==> src/rtl/core_sysctl_pkg.sv <==
package core_sysctl_pkg;
   localparam int unsigned IX_ID      = 0;
   localparam int unsigned IX_PROC    = 1;
   localparam int unsigned IX_CLK     = 2;
   localparam int unsigned IX_CTRL    = 3;
   localparam int unsigned IX_STAT    = 4;
   localparam int unsigned IX_LOCK    = 5;
   localparam int unsigned IX_AUXCLK  = 7;
   localparam int unsigned IX_MEMCFG  = 8;
   localparam int unsigned IX_INIT    = 9;
   localparam int unsigned IX_REFCNT  = 10;
   localparam int unsigned IX_FLAG0   = 12;  // set/read; clear is +1
   localparam int unsigned IX_FLAG1   = 14;

   localparam logic [31:0] ID_WORD    = 32'h411A_3001;
   localparam logic [31:0] STAT_WORD  = 32'h0010_0000;
   localparam logic [15:0] UNLOCK_KEY = 16'hA05F;

   localparam logic [31:0] RST_CLK    = 32'h0100_0048;
   localparam logic [31:0] RST_AUXCLK = 32'h0007_FEFF;
   localparam logic [31:0] RST_MEMCFG = 32'h0001_1122;
   localparam logic [31:0] RST_INIT   = 32'h0000_0112;

   // presence-detect byte for a given word index
   function automatic logic [7:0] pd_byte(input int unsigned idx);
      pd_byte = 8'((idx * 29 + 7) % 256);
   endfunction
endpackage

==> src/rtl/core_sysctl_setclr.sv <==
module core_sysctl_setclr #(
   parameter int unsigned W = 32
) (
   input  logic         clk,
   input  logic         rst_n,
   input  logic         set_en,
   input  logic         clr_en,
   input  logic [W-1:0] data,
   output logic [W-1:0] q
);
   always_ff @(posedge clk or negedge rst_n) begin
      if (!rst_n)      q <= '0;
      else if (set_en) q <= q | data;
      else if (clr_en) q <= q & ~data;
   end

   p_set_sticky_r6: assert property (@(posedge clk) disable iff (!rst_n)
      set_en |=> ((q & $past(data)) == $past(data)));
   p_clr_drops_r6: assert property (@(posedge clk) disable iff (!rst_n)
      (clr_en && !set_en) |=> ((q & $past(data)) == '0));
endmodule

==> src/rtl/core_sysctl_refcnt.sv <==
module core_sysctl_refcnt #(
   parameter int unsigned SYS_HZ = 96_000_000,
   parameter int unsigned REF_HZ = 24_000_000,
   parameter int unsigned CNT_W  = 32
) (
   input  logic             clk,
   input  logic             rst_n,
   output logic [CNT_W-1:0] count
);
   localparam int unsigned ACC_W = $clog2(SYS_HZ + REF_HZ) + 1;
   localparam logic [ACC_W-1:0] STEP  = ACC_W'(REF_HZ);
   localparam logic [ACC_W-1:0] LIMIT = ACC_W'(SYS_HZ);

   if (REF_HZ == 0 || REF_HZ > SYS_HZ) begin : g_bad_rate
      $error("reference rate must be nonzero and not above the system rate");
   end

   logic [ACC_W-1:0] acc_q, acc_sum;
   logic             tick;

   always_comb begin
      acc_sum = acc_q + STEP;
      tick    = (acc_sum >= LIMIT);
   end

   always_ff @(posedge clk or negedge rst_n) begin
      if (!rst_n) begin
         acc_q <= '0;
         count <= '0;
      end else begin
         acc_q <= tick ? (acc_sum - LIMIT) : acc_sum;
         if (tick) count <= count + 1'b1;
      end
   end

   p_count_step_r8: assert property (@(posedge clk) disable iff (!rst_n)
      !$stable(count) |-> (count == $past(count) + 1'b1));
   p_acc_bound_r8: assert property (@(posedge clk) disable iff (!rst_n)
      acc_q < LIMIT);
endmodule

==> src/rtl/core_sysctl_pdrom.sv <==
module core_sysctl_pdrom
   import core_sysctl_pkg::*;
#(
   parameter int unsigned ADDR_W = 7,
   parameter int unsigned DATA_W = 32,
   parameter int unsigned PD_LO  = 64,
   parameter int unsigned PD_N   = 32,
   parameter int unsigned PD_WIN = 64
) (
   input  logic [ADDR_W-1:0] addr,
   output logic              hit,
   output logic [DATA_W-1:0] data
);
   if (PD_N > PD_WIN || PD_LO + PD_WIN > (1 << ADDR_W)) begin : g_bad_win
      $error("presence-detect window does not fit the address space");
   end

   logic [7:0] rom [PD_N];
   for (genvar k = 0; k < PD_N; k++) begin : g_rom
      assign rom[k] = pd_byte(PD_LO + k);
   end

   int unsigned ix, off;
   always_comb begin
      ix   = int'(addr);
      off  = ix - PD_LO;
      hit  = (ix >= PD_LO) && (ix < PD_LO + PD_WIN);
      data = '0;
      if (hit && off < PD_N) data = DATA_W'(rom[off]);
   end
endmodule

==> src/rtl/core_sysctl.sv <==
module core_sysctl
   import core_sysctl_pkg::*;
#(
   parameter int unsigned ADDR_W = 7,
   parameter int unsigned DATA_W = 32,
   parameter int unsigned LOCK_W = 16,
   parameter int unsigned SYS_HZ = 96_000_000,
   parameter int unsigned REF_HZ = 24_000_000,
   parameter int unsigned PD_LO  = 64,
   parameter int unsigned PD_N   = 32
) (
   input  logic              clk,
   input  logic              rst_n,
   input  logic [ADDR_W-1:0] bus_addr,
   input  logic              bus_wr,
   input  logic [DATA_W-1:0] bus_wdata,
   output logic [DATA_W-1:0] bus_rdata,
   output logic              remap_en,
   output logic              led_on,
   output logic              sys_rst_req
);
   localparam int unsigned N_FLAG = 2;

   if (DATA_W != 32 || LOCK_W != 16 || ADDR_W < 7) begin : g_bad_cfg
      $error("register layout needs 32-bit data, 16-bit lock, 7+ address bits");
   end

   int unsigned ix;
   assign ix = int'(bus_addr);

   function automatic logic wr_at(input int unsigned a, input int unsigned at,
                                  input logic we);
      wr_at = we && (a == at);
   endfunction

   logic [DATA_W-1:0] clk_q, aux_q, memcfg_q, init_q;
   logic [LOCK_W-1:0] lock_q;
   logic              unlocked;
   assign unlocked = (lock_q == UNLOCK_KEY);

   always_ff @(posedge clk or negedge rst_n) begin
      if (!rst_n) begin
         clk_q       <= RST_CLK;
         aux_q       <= RST_AUXCLK;
         memcfg_q    <= RST_MEMCFG;
         init_q      <= RST_INIT;
         lock_q      <= '0;
         led_on      <= 1'b0;
         remap_en    <= 1'b0;
         sys_rst_req <= 1'b0;
      end else begin
         sys_rst_req <= wr_at(ix, IX_CTRL, bus_wr) && bus_wdata[3];
         if (wr_at(ix, IX_CLK, bus_wr) && unlocked)    clk_q  <= bus_wdata;
         if (wr_at(ix, IX_AUXCLK, bus_wr) && unlocked) aux_q  <= bus_wdata;
         if (wr_at(ix, IX_MEMCFG, bus_wr)) memcfg_q <= bus_wdata;
         if (wr_at(ix, IX_INIT, bus_wr))   init_q   <= bus_wdata;
         if (wr_at(ix, IX_LOCK, bus_wr))   lock_q   <= bus_wdata[LOCK_W-1:0];
         if (wr_at(ix, IX_CTRL, bus_wr)) begin
            led_on   <= bus_wdata[0];
            remap_en <= bus_wdata[2];
         end
      end
   end

   // set/clear flag words, one per generate slot
   logic [DATA_W-1:0] flag_q [N_FLAG];
   for (genvar g = 0; g < N_FLAG; g++) begin : g_flag
      localparam int unsigned BASE = IX_FLAG0 + 2 * g;
      core_sysctl_setclr #(.W(DATA_W)) u_flag (
         .clk    (clk),
         .rst_n  (rst_n),
         .set_en (wr_at(ix, BASE, bus_wr)),
         .clr_en (wr_at(ix, BASE + 1, bus_wr)),
         .data   (bus_wdata),
         .q      (flag_q[g])
      );
   end

   logic [DATA_W-1:0] refcnt;
   core_sysctl_refcnt #(.SYS_HZ(SYS_HZ), .REF_HZ(REF_HZ), .CNT_W(DATA_W)) u_refcnt (
      .clk   (clk),
      .rst_n (rst_n),
      .count (refcnt)
   );

   logic              pd_hit;
   logic [DATA_W-1:0] pd_data;
   core_sysctl_pdrom #(.ADDR_W(ADDR_W), .DATA_W(DATA_W), .PD_LO(PD_LO),
                       .PD_N(PD_N), .PD_WIN(2 * PD_N)) u_pdrom (
      .addr (bus_addr),
      .hit  (pd_hit),
      .data (pd_data)
   );

   always_comb begin
      bus_rdata = '0;
      if (pd_hit) bus_rdata = pd_data;
      else begin
         case (ix)
            IX_ID:     bus_rdata = ID_WORD;
            IX_CLK:    bus_rdata = clk_q;
            IX_CTRL:   bus_rdata = DATA_W'({remap_en, 1'b0, led_on});
            IX_STAT:   bus_rdata = STAT_WORD;
            IX_LOCK:   bus_rdata = DATA_W'({unlocked, lock_q});
            IX_AUXCLK: bus_rdata = aux_q;
            IX_MEMCFG: bus_rdata = memcfg_q;
            IX_INIT:   bus_rdata = init_q;
            IX_REFCNT: bus_rdata = refcnt;
            IX_FLAG0:  bus_rdata = flag_q[0];
            IX_FLAG1:  bus_rdata = flag_q[1];
            default:   bus_rdata = '0;
         endcase
      end
   end

   p_clk_locked_r3: assert property (@(posedge clk) disable iff (!rst_n)
      (bus_wr && ix == IX_CLK && !unlocked) |=> $stable(clk_q));
   p_aux_locked_r3: assert property (@(posedge clk) disable iff (!rst_n)
      (bus_wr && ix == IX_AUXCLK && !unlocked) |=> $stable(aux_q));
   p_rst_cause_r4: assert property (@(posedge clk) disable iff (!rst_n)
      $rose(sys_rst_req) |-> $past(bus_wr && ix == IX_CTRL && bus_wdata[3]));
   p_remap_cause_r5: assert property (@(posedge clk) disable iff (!rst_n)
      !$stable(remap_en) |-> $past(bus_wr && ix == IX_CTRL));
   p_led_cause_r5: assert property (@(posedge clk) disable iff (!rst_n)
      !$stable(led_on) |-> $past(bus_wr && ix == IX_CTRL));
endmodule

==> config.mk <==
export PLATFORM = sky130hd
export DESIGN_NAME = core_sysctl
export DESIGN_NICKNAME = d
export VERILOG_FILES = /design/src/rtl/core_sysctl_pkg.sv /design/src/rtl/core_sysctl_setclr.sv /design/src/rtl/core_sysctl_refcnt.sv /design/src/rtl/core_sysctl_pdrom.sv /design/src/rtl/core_sysctl.sv
export SDC_FILE = /design/constraint.sdc
export NUM_CORES = 1
export LEC_CHECK = 0
export BUFFER_PORTS_ARGS = -buffer_cell sky130_fd_sc_hd__clkbuf_2
export CAP_MARGIN = 15
export CORE_ASPECT_RATIO = 0.6
export CORE_UTILIZATION = 50
export CTS_CLUSTER_SIZE = 14
export DETAILED_ROUTE_END_ITERATION = 8
export GPL_TIMING_DRIVEN = 0
export PLACE_DENSITY = 0.68
export SLEW_MARGIN = 20
export SYNTH_ARGS = -nofsm -noshare
export SYNTH_HDL_FRONTEND = slang
export SYNTH_SLANG_ARGS = --single-unit
==> constraint.sdc <==
create_clock -name clk -period 9.1 [get_ports clk]
set_clock_uncertainty 0.15 [all_clocks]
set_input_delay 2.275 -clock clk [delete_from_list [all_inputs] [get_ports clk]]
set_output_delay 2.275 -clock clk [all_outputs]
set_load 0.005 [all_outputs]
Word level (Yosys, flattened, before mapping)
Memory sizes are Yosys's and may differ from the RTL's.
Cells that the tools add are included.
{"block": "totals", "n_memories": 1, "regBits": 271, "rom_bits": 256, "elab_cells": 67, "out_inout_bits": 35}
{"block": "classes", "n_addsub": 4, "bitwise_logic": 6, "n_lt_le_gt_ge": 4, "reduce_logical": 17, "muxes": 10, "eq_ne": 13}
{"memory": "(name not given)", "depth": 32, "word_bits": 8, "read_ports": 1, "rd_ports_with_merged_regs": 0, "wr": 0, "line_no": "core_sysctl_pdrom.sv:29", "rtl": "if (hit && off < PD_N) data = DATA_W'(rom[off]);"}
{"cell": "$pmux W32 S11", "count": 1}
{"cell": "$mux W32", "count": 5}
{"cell": "$and A32 B32 Y32", "count": 2}
{"cell": "$or A32 B32 Y32", "count": 2}
{"cell": "$eq A7 B4 Y1 const B", "count": 7}
{"cell": "$ge A33 B6 Y1 const B", "count": 1}
{"cell": "$not A32 Y33", "count": 1}
{"cell": "$add A32 B1 Y32 const B", "count": 1}
{"cell": "$logic_not A32 Y1", "count": 1}
{"cell": "$lt A32 B6 Y1 const B", "count": 1}
{"cell": "$not A32 Y32", "count": 1}
{"cell": "$add A28 B25 Y28 const B", "count": 1}
{"cell": "$ge A28 B27 Y1 const B", "count": 1}
{"cell": "$mux W28", "count": 1}
{"cell": "$sub A28 B27 Y28 const B", "count": 1}
{"cell": "$mux W8", "count": 3}
{"cell": "$eq A7 B3 Y1 const B", "count": 3}
{"cell": "$eq A16 B16 Y1 const B", "count": 1}
{"cell": "$eq A7 B2 Y1 const B", "count": 2}
{"cell": "$logic_and A1 B1 Y1", "count": 14}
{"cell": "$sub A7 B7 Y8 const B", "count": 1}
{"cell": "$ge A7 B7 Y1 const B", "count": 1}
{"cell": "$reduce_bool A2 Y1", "count": 2}

Longest topological paths before layout
Gate-level depths: netlist of the first run.
{"block": "depth", "ltp_word": 7, "ltp_mapped": 12, "mapped_depth_nobuf": 10}

Cells and area by module
From an unflattened synthesis of the first run, not the netlist that was laid out.
{"block": "hier_totals", "cells_unflattened": 1321, "hier_area_um2": 14497.7}
{"module": "core_sysctl", "cells_per_inst": 710, "seq_area_each_um2": 3714.8, "instances": 1, "area_per_inst_um2": 8384.3}
{"module": "core_sysctl_refcnt", "cells_per_inst": 322, "seq_area_each_um2": 1276.2, "instances": 1, "area_per_inst_um2": 3040.4}
{"module": "core_sysctl_setclr", "cells_per_inst": 102, "seq_area_each_um2": 800.8, "instances": 2, "area_per_inst_um2": 1249.9}
{"module": "core_sysctl_pdrom", "cells_per_inst": 85, "seq_area_each_um2": 0.0, "instances": 1, "area_per_inst_um2": 573.0}

Worst setup path before layout of the first run
OpenSTA, ideal clock, no wires.
{"block": "synth_path", "path_type": "input port to output port", "start": "input port bus_addr[4]", "end": "output port bus_rdata[3]", "t_required_ps": 6675, "arrival_ps": 3986, "path_stages": 7, "path_slack_ps": 2689, "n_path_buf": 2, "path_cell_list": "clkbuf_1 -> nor3_1 -> nand2_1 -> nor3b_1 -> clkbuf_1 -> a221oi_1 -> nand3_1"}
{"block": "synth_between", "elab_chain_cells": 7, "word_cells_on_any_way": 22}
{"item": "start: declaration", "line_no": "core_sysctl.sv:14", "rtl": "input logic [ADDR_W-1:0] bus_addr,"}
{"item": "parallel branches: the longest is 6 deep, another holds $lt A32 B6 Y1"}
{"item": "$mux W32 *", "line_no": "core_sysctl.sv:97", "rtl": "if (pd_hit) bus_rdata = pd_data;"}
{"item": "end: declaration", "line_no": "core_sysctl.sv:17", "rtl": "output logic [DATA_W-1:0] bus_rdata,"}
Every way passes the cells marked *. The select of a mux whose other input is x is not followed.

Final worst setup path of the first run
{"block": "layout_path", "start": "input port bus_addr[4]", "end": "output port bus_rdata[17]"}
{"block": "layout_between", "elab_chain_cells": 3, "word_cells_on_any_way": 14}
{"item": "$logic_not A32 Y1 (tied with other cells)", "line_no": "core_sysctl.sv:99", "rtl": "case (ix)"}
{"item": "$pmux W32 S11", "line_no": "core_sysctl.sv:99"}
{"item": "$mux W32 *", "line_no": "core_sysctl.sv:97"}
Every way passes the cells marked *; elsewhere a longest branch is shown, timed or not.

==> impl_results.md, run 1 <==
* Hold worst-path end: u_refcnt.count[31]$_DFFE_PN0P_
* CTS tree: built
* Mapped Cells at ~1100
* Flop-to-flop setup slack at between 5 and 6 ns
* Reg2Reg Depth at 11
* FFs w/ async S/R, synth at between 90% and 100%
* Biggest area consumer among synthesized cells: dfrtp_1
* Num CTS Buffers at 25
* Worst path max stage delay at ~0.71 ns
* Critical path startpoint category: input pin
* Critical Path AT at between 5 and 6 ns
* Hold Buf Count CTS at 0
* Critical path class: in -> out
* Sequential area share after synthesis at 51.2%
* Final setup viols at 0
* Dominant cell by count in the synthesized netlist: dfrtp_1
* Hold Path Origin: u_refcnt.count[31]$_DFFE_PN0P_
* Synth cell count leaders: dfrtp_1 (233), mux2_2 (148), nand2_1 (112)
* Yosys top cell area share at roughly 45%
* Period utilization at approximately nine tenths
* Minimum clock period at 8.13 ns
* Final hold violations at 0
* Yosys Warn Count at 0
* Worst-path fanout max at 10
* Fraction of layout cells with a size suffix above 1 at roughly a quarter
* Clk_lat worst skew at 0.54 ns
* Die area at 0.0264 mm2
* Hold path depth at 1
* Max Used Layer: met4
* Endpoint type of the worst setup path: output pin
* Synth Cell Area at between 0.01 and 0.015 mm2
* Syn avg cell area at approximately 11 um2
* Gpl congestion at 0.918
* Worst Path Buf+Inv at 4
* Final hold slack at approximately 0.33 ns
* Measured slew at the worst slew-check pin at just over 1 ns
* Post-synth EDFFs at 0
* DR DRC count at 0
* Avg WL per Cell at between 20 and 25 um
* Outcome: finished clean
* Via count at slightly above 10000
* Post-CTS Setup Bufs at 0
* Class of the worst hold path: reg -> reg
* Cells along the critical path: clkbuf_1 -> nor3_1 -> nand2_1 -> nor2_1 -> clkbuf_1 -> clkbuf_1 -> a221oi_1 -> nand3_1 -> clkbuf_2
* Worst slew margin at approximately a third
* FF-to-FF Start: u_refcnt.acc_q[9]$_DFF_PN0_
* Most frequent CP cell: clkbuf_1
* Met3 WL at 4300 um
* R2r endpoint: u_refcnt.count[18]$_DFFE_PN0P_
* Drt initial violations at between 1000 and 1500
* #FFs+latches synth at roughly 260
* Initial Util at 50.9%
* Syn nets at 1184
* Fmax at ~120 MHz
* Clock root buffer master: clkbuf_16
* Port bufs at 58
* Post-synthesis cell type count at 65
* Vias in the first global route at around 9600
* Routed vias/inst at ~6.5
* Top FF cell, synth: dfrtp_1
* Top area cells in the synthesized netlist: dfrtp_1 (45%), mux2_2 (13%), dfstp_2 (5.9%), a22o_1 (4.7%), nand2_1 (3.3%)
* # clock sinks at ~260
* P_leak at ~6.7 nW
* Antenna Cells at 0
* Final wirelength at a little under 40000 um
* Unrepaired setup endpoints after global routing: no
* DRT Pass-1 Iters at 8
* Final #Nets at around 1300
* Area Overhead vs Synth at 12.9%
* Pin count of the biggest net entering global routing at roughly 70
* Slowest-stage cell, CP: clkbuf_1
* Max clock buf depth at 3
* Total track usage at 29.3%
* Overflow after GRT at 0
* Required @ worst endpoint at about 6.7 ns
* Final HPWL DP at ~27000 um
* Metal-1 WL at roughly 18000 um
* Initial antenna violation count at 0
* PwrDens at about 170 mW/mm2
* Die Ht at around 130 um
* VDD IR max at about 0.0001 V
* I/O Pins at between 70 and 80
* Core footprint at 0.0253 mm2
* Finished Layout Cells at about 1600
* First-pass GRT wire length at roughly 59000 um
* Die Wd at around 210 um
* Rows at 45
* Max cap viols at 0
* Fillers at around 2200
* Family with the most delay on the worst path: buffers and inverters
* Post-route antenna net violation count at 0
* CTS resizes at 0
* Reg clk slew, reported paths at ~0.07 ns
* DR WL met2 at approximately 15000 um
* Setup tns final at 0 ns
* Placed cells at roughly 1500
* Max Slew Vio Count at 0
* H-Tree Depth at 1
## cells by family (layout without fill, tap and decap cells)
family | count (synthesis) | count (layout) | share of synthesized area (%)
AND/OR/NAND/NOR | 302 | 302 | 12.0
adder cells (fa/ha/maj) | 9 | 9 | 0.875
multiplexers | 153 | 153 | 13.4
XOR/XNOR | 62 | 62 | 4.22
AO/OA/AOI/OAI | 236 | 236 | 14.8
flip-flops | 262 | 262 | 51.2
buffers and inverters | 109 | 216 | 3.43
## placed cells by master, fill, tap and decap left out, drive strengths merged, types with 5 or more instances in the layout
master  count
dfrtp     233
clkbuf    168
mux2      148
nand2     113
a22o       69
nand3      49
a22oi      42
a222oi     37
nor2       35
xnor2      34
dfstp      29
xor2       28
buf        26
nor3       25
a21oi      20
a221oi     17
and3       17
inv        14
o21ai      14
and4       13
ha          9
nand4       8
and2        8
a31oi       7
nor4b       6
o31ai       5
clkinv      5
or2         5
## layer usage
| metal | track usage, % | up-vias |
|---|---|---|
| li1 | - | 4416 |
| met1 | 45.8 | 5152 |
| met2 | 39.2 | 498 |
| met3 | 9.60 | 58 |
| met4 | 5.54 | 0 |
| met5 | 0 | - |
## through the flow
stage	setup slack (ns)	cell area, um2	power, mW	utilization (%)
after global placement	0.0155	13600	1.41	53.7
after floorplan	2.69	12900	1.34	-
after CTS	1.19	14500	2.51	57.4
after global routing	0.935	14500	2.57	57.4
final	0.973	14500	2.50	57.4
after detailed placement	1.21	13700	1.42	54.1
## worst max-delay path by stage
stage | startpoint | end | slack [ns] | cells after the start
floorplan | bus_addr[4] | bus_rdata[3] | 2.69 | 7
global placement | rst_n | lock_q[10]$_DFFE_PN0P_ | 0.02 | 1
detailed placement | bus_addr[4] | bus_rdata[17] | 1.21 | 9
CTS | bus_addr[4] | bus_rdata[17] | 1.19 | 9
global route | bus_addr[4] | bus_rdata[17] | 0.94 | 9
finish | bus_addr[4] | bus_rdata[17] | 0.97 | 9
## worst register-to-register path: cells and delay by family (launching register included)
kind	cells	cell delay [ns]
compound gates	4	1.61
buf+inv	2	0.51
simple gates	2	0.44
flops	1	0.42
mux	1	0.32
fa+ha+maj	1	0.26
xor+xnor	1	0.19
## power breakdown
group / total, mW / leakage [nW] / internal [mW] / switching (mW)
sequential: 1.25 / 3.45 / 1.22 / 0.0333
clock: 1.11 / 0.420 / 0.641 / 0.465
combinational: 0.144 / 2.84 / 0.0623 / 0.0815
total: 2.50 / 6.71 / 1.92 / 0.580
## final cells by class
cell class	count	area, um2	share of cell area [%]
Buffer	95	389	2.68
Clock buffer	37	731	5.03
Clock inverter	8	119	0.818
Inverter	14	52.6	0.362
Multi-Input combinational cell	762	5840	40.2
Sequential cell	262	6590	45.4
Tap cell	329	412	2.83
Timing Repair Buffer	62	389	2.68
Note: power is estimated with default switching activity, not from simulation.
==> run 2, diff against run 1 <==
ABC_AREA = 1   (was unset)
PLACE_DENSITY = 0.67   (was 0.68)
==> run 2 against run 1 <==
  * Synthesized cell count increased by 50%
  * Sequential cell count stayed put
  * Design area increased by 5.3%
  * Sequential share of layout area is 2.3 points lower
  * Routed wire length up 22%
  * Maximum frequency up 5.6%
  * Final cell count grew 39%
  * Utilization is 0.30 points higher
  * Critical path type unchanged
  * Die area increased by 4.9%
  * Sequential power about the same
  * Non-clock buffer count grew 3
==> impl_results.md, run 2 <==
* Outcome: finished clean
* Sequential Power Share at between 40% and 50%
* Top FF cell, synth: dfrtp_1
* DR WL met2 at between 15000 and 20000 um
* Max Slew Vio Count at 0
* Gpl congestion at 0.946
* Reg clk slew, reported paths at 0.07 ns
* Area Overhead vs Synth at 13.2%
* Post-synthesis cell type count at 43
* Endpoint type of the worst setup path: output pin
* Initial Util at between 50% and 60%
* H-Tree Depth at 1
* DR DRC count at 0
* Final Cell Area at about 0.015 mm2
* First-pass GRT wire length at 70800 um
* Unrepaired setup endpoints after global routing: no
* Via count at between 10000 and 15000
* Syn avg cell area at around 8 um2
* FFs w/ async S/R, synth at 100%
* Pin count of the biggest net entering global routing at 90
* VDD IR max at between 0.0001 and 0.00015 V
* Port bufs at 73
* Critical Path AT at 5.27 ns
* Required @ worst endpoint at 6.68 ns
* Post-CTS Setup Bufs at 0
* Final wirelength at between 40000 and 50000 um
* Final HPWL DP at 34100 um
* Measured slew at the worst slew-check pin at about 1.3 ns
* CTS tree: built
* PwrDens at about 160 mW/mm2
* Minimum clock period at 7.70 ns
* Initial antenna violation count at 0
* Mapped Cells at approximately 1700
* Routed vias/inst at ~6.0
* Max cap viols at 0
* Drt initial violations at 1708
* CTS resizes at 0
* Critical path startpoint category: input pin
* Synth Cell Area at roughly 0.014 mm2
* Net Switching at about 600 uW
* Top area cells in the synthesized netlist: dfrtp_1 (43%), nand2_1 (14%), o21ai_0 (11%), dfstp_2 (5.6%), nand3_1 (3.7%)
* DRT Pass-1 Iters at 5
* Syn nets at ~1700
* Period utilization at 84.6%
* Hold Buf Count CTS at 0
* Max Used Layer: met4
* Sequential area share after synthesis at between 40% and 50%
* Yosys Warn Count at 0
* Overflow after GRT at 0
* Post-route antenna net violation count at 0
* Met3 WL at 5650 um
* Dominant cell by count in the synthesized netlist: nand2_1
* Final #Nets at around 1900
* Core footprint at 0.0265 mm2
* # clock sinks at around 260
* Most frequent cells in the layout: nand2_1 (497), o21ai_0 (291), dfrtp_1 (233)
* Clk_lat worst skew at approximately 0.55 ns
* Commonest non-fill, non-tap cell in the layout: nand2_1
* Final hold violations at 0
* #FFs+latches synth at 262
* Worst-path fanout max at 10
* Synth cell count leaders: nand2_1 (497), o21ai_0 (291), dfrtp_1 (233)
* Fraction of layout cells with a size suffix above 1 at 11.1%
* Die area at 0.0277 mm2
* Metal-1 WL at about 23000 um
* Total track usage at between 30% and 40%
* Internal at 1.90 mW
* Setup tns final at 0 ns
* Rows at 46
* Avg WL per Cell at ~22 um
* Yosys top cell area share at roughly 43%
* Die Wd at around 210 um
* Fmax at 130 MHz
* Switching share of power at around a quarter
* Logic pwr share at 5.3%
* Class of the worst hold path: reg -> reg
* Clk pwr share at between 40% and 50%
* P_leak at roughly 7.2 nW
* Vias in the first global route at 11567
* Critical path class: in -> out
* Num CTS Buffers at 26
* Final setup viols at 0
* DP Area at 0.0144 mm2
* Clock root buffer master: clkbuf_16
* I/O Pins at 77
* Biggest area consumer among synthesized cells: dfrtp_1
* Max clock buf depth at 3
* Die Ht at around 130 um
* Worst slew margin at 9.13%
* Post-synth EDFFs at 0
* Antenna Cells at 0
* Fillers at 2480
* Tot Pwr at between 2 and 3 mW
==> run 2: changes by cell type in the layout (fill, tap and decap cells not counted), moves of 13 or more <==
cell      delta
nand2_1    +385
o21ai_0    +278
mux2_2     -148
inv_1      +117
a22o_1      -55
nand3_1     +51
a222oi_1    -37
nor2_1      +33
xnor2_1     -29
nand4_1     +24
a22oi_1     -23
and3_1      -17
and4_1      -13
==> run 2: final timing paths <==
check / start / end / slack, ns / cells past startpoint
worst max-delay path: bus_addr[0] / bus_rdata[30] / 1.40 / 10
min in group asynchronous: rst_n / memcfg_q[0]$_DFFE_PN0P_ / 1.51 / 1
worst min-delay path: aux_q[0]$_DFFE_PN1P_ / aux_q[0]$_DFFE_PN1P_ / 0.33 / 2
worst min register to register: aux_q[0]$_DFFE_PN1P_ / aux_q[0]$_DFFE_PN1P_ / 0.33 / 2
max in group asynchronous: rst_n / aux_q[17]$_DFFE_PN1P_ / 6.16 / 3
worst max register to register: lock_q[8]$_DFFE_PN0P_ / aux_q[19]$_DFFE_PN0P_ / 6.07 / 6
==> run 2: layer usage <==
layer | vias up | GRT usage, %
met4 | 0 | 5.76
met2 | 712 | 44.0
met1 | 6410 | 54.9
li1 | 5883 | -
met3 | 64 | 9.74
met5 | - | 0
==> run 2: worst max-delay path, cell delays in order <==
cell	delay [ns]
clkbuf_2	0.13
inv_1	0.15
ha_1	0.24
nand2_1	0.11
nor2_1	0.54
clkbuf_1	0.70
clkbuf_1	0.61
nand2_1	0.10
o2111ai_1	0.20
clkbuf_2	0.19
==> run 2: cell families (layout without fill, tap and decap cells) <==
kind of cell | Yosys count | after routing | synth area share [%]
AND/OR/NAND/NOR | 763 | 763 | 24.1
XOR/XNOR | 40 | 40 | 2.59
adder cells (fa/ha/maj) | 9 | 9 | 0.834
flip-flops | 262 | 262 | 48.8
buffers and inverters | 222 | 345 | 6.70
AO/OA/AOI/OAI | 402 | 402 | 17.0
==> run 2: power by group through the flow <==
stage               clock network (mW)  registers (mW)  logic, mW
floorplan                            0            1.26     0.0661
CTS                               1.13            1.25      0.132
finish                            1.13            1.25      0.132
global placement                     0            1.27      0.123
global route                      1.17            1.26      0.152
detailed placement                   0            1.27      0.132
==> run 2: layout make-up <==
| type | instances | area, um2 | area share, % |
|---|---|---|---|
| Buffer | 84 | 387 | 2.53 |
| Clock buffer | 36 | 759 | 4.97 |
| Clock inverter | 11 | 118 | 0.769 |
| Inverter | 138 | 518 | 3.39 |
| Multi-Input combinational cell | 1214 | 6010 | 39.3 |
| Sequential cell | 262 | 6590 | 43.1 |
| Tap cell | 360 | 450 | 2.95 |
| Timing Repair Buffer | 76 | 457 | 2.99 |
==> run 2: stage by stage <==
step	utilization [%]	instances	worst slack, ns	hold WS, ns
finish	57.8	2181	1.40	0.333
global placement	54.1	2131	0.0189	0.313
CTS	57.8	2181	1.44	0.327
detailed placement	54.4	2134	1.44	0.318
floorplan	-	1698	2.96	0.303
global route	57.8	2181	1.31	0.335
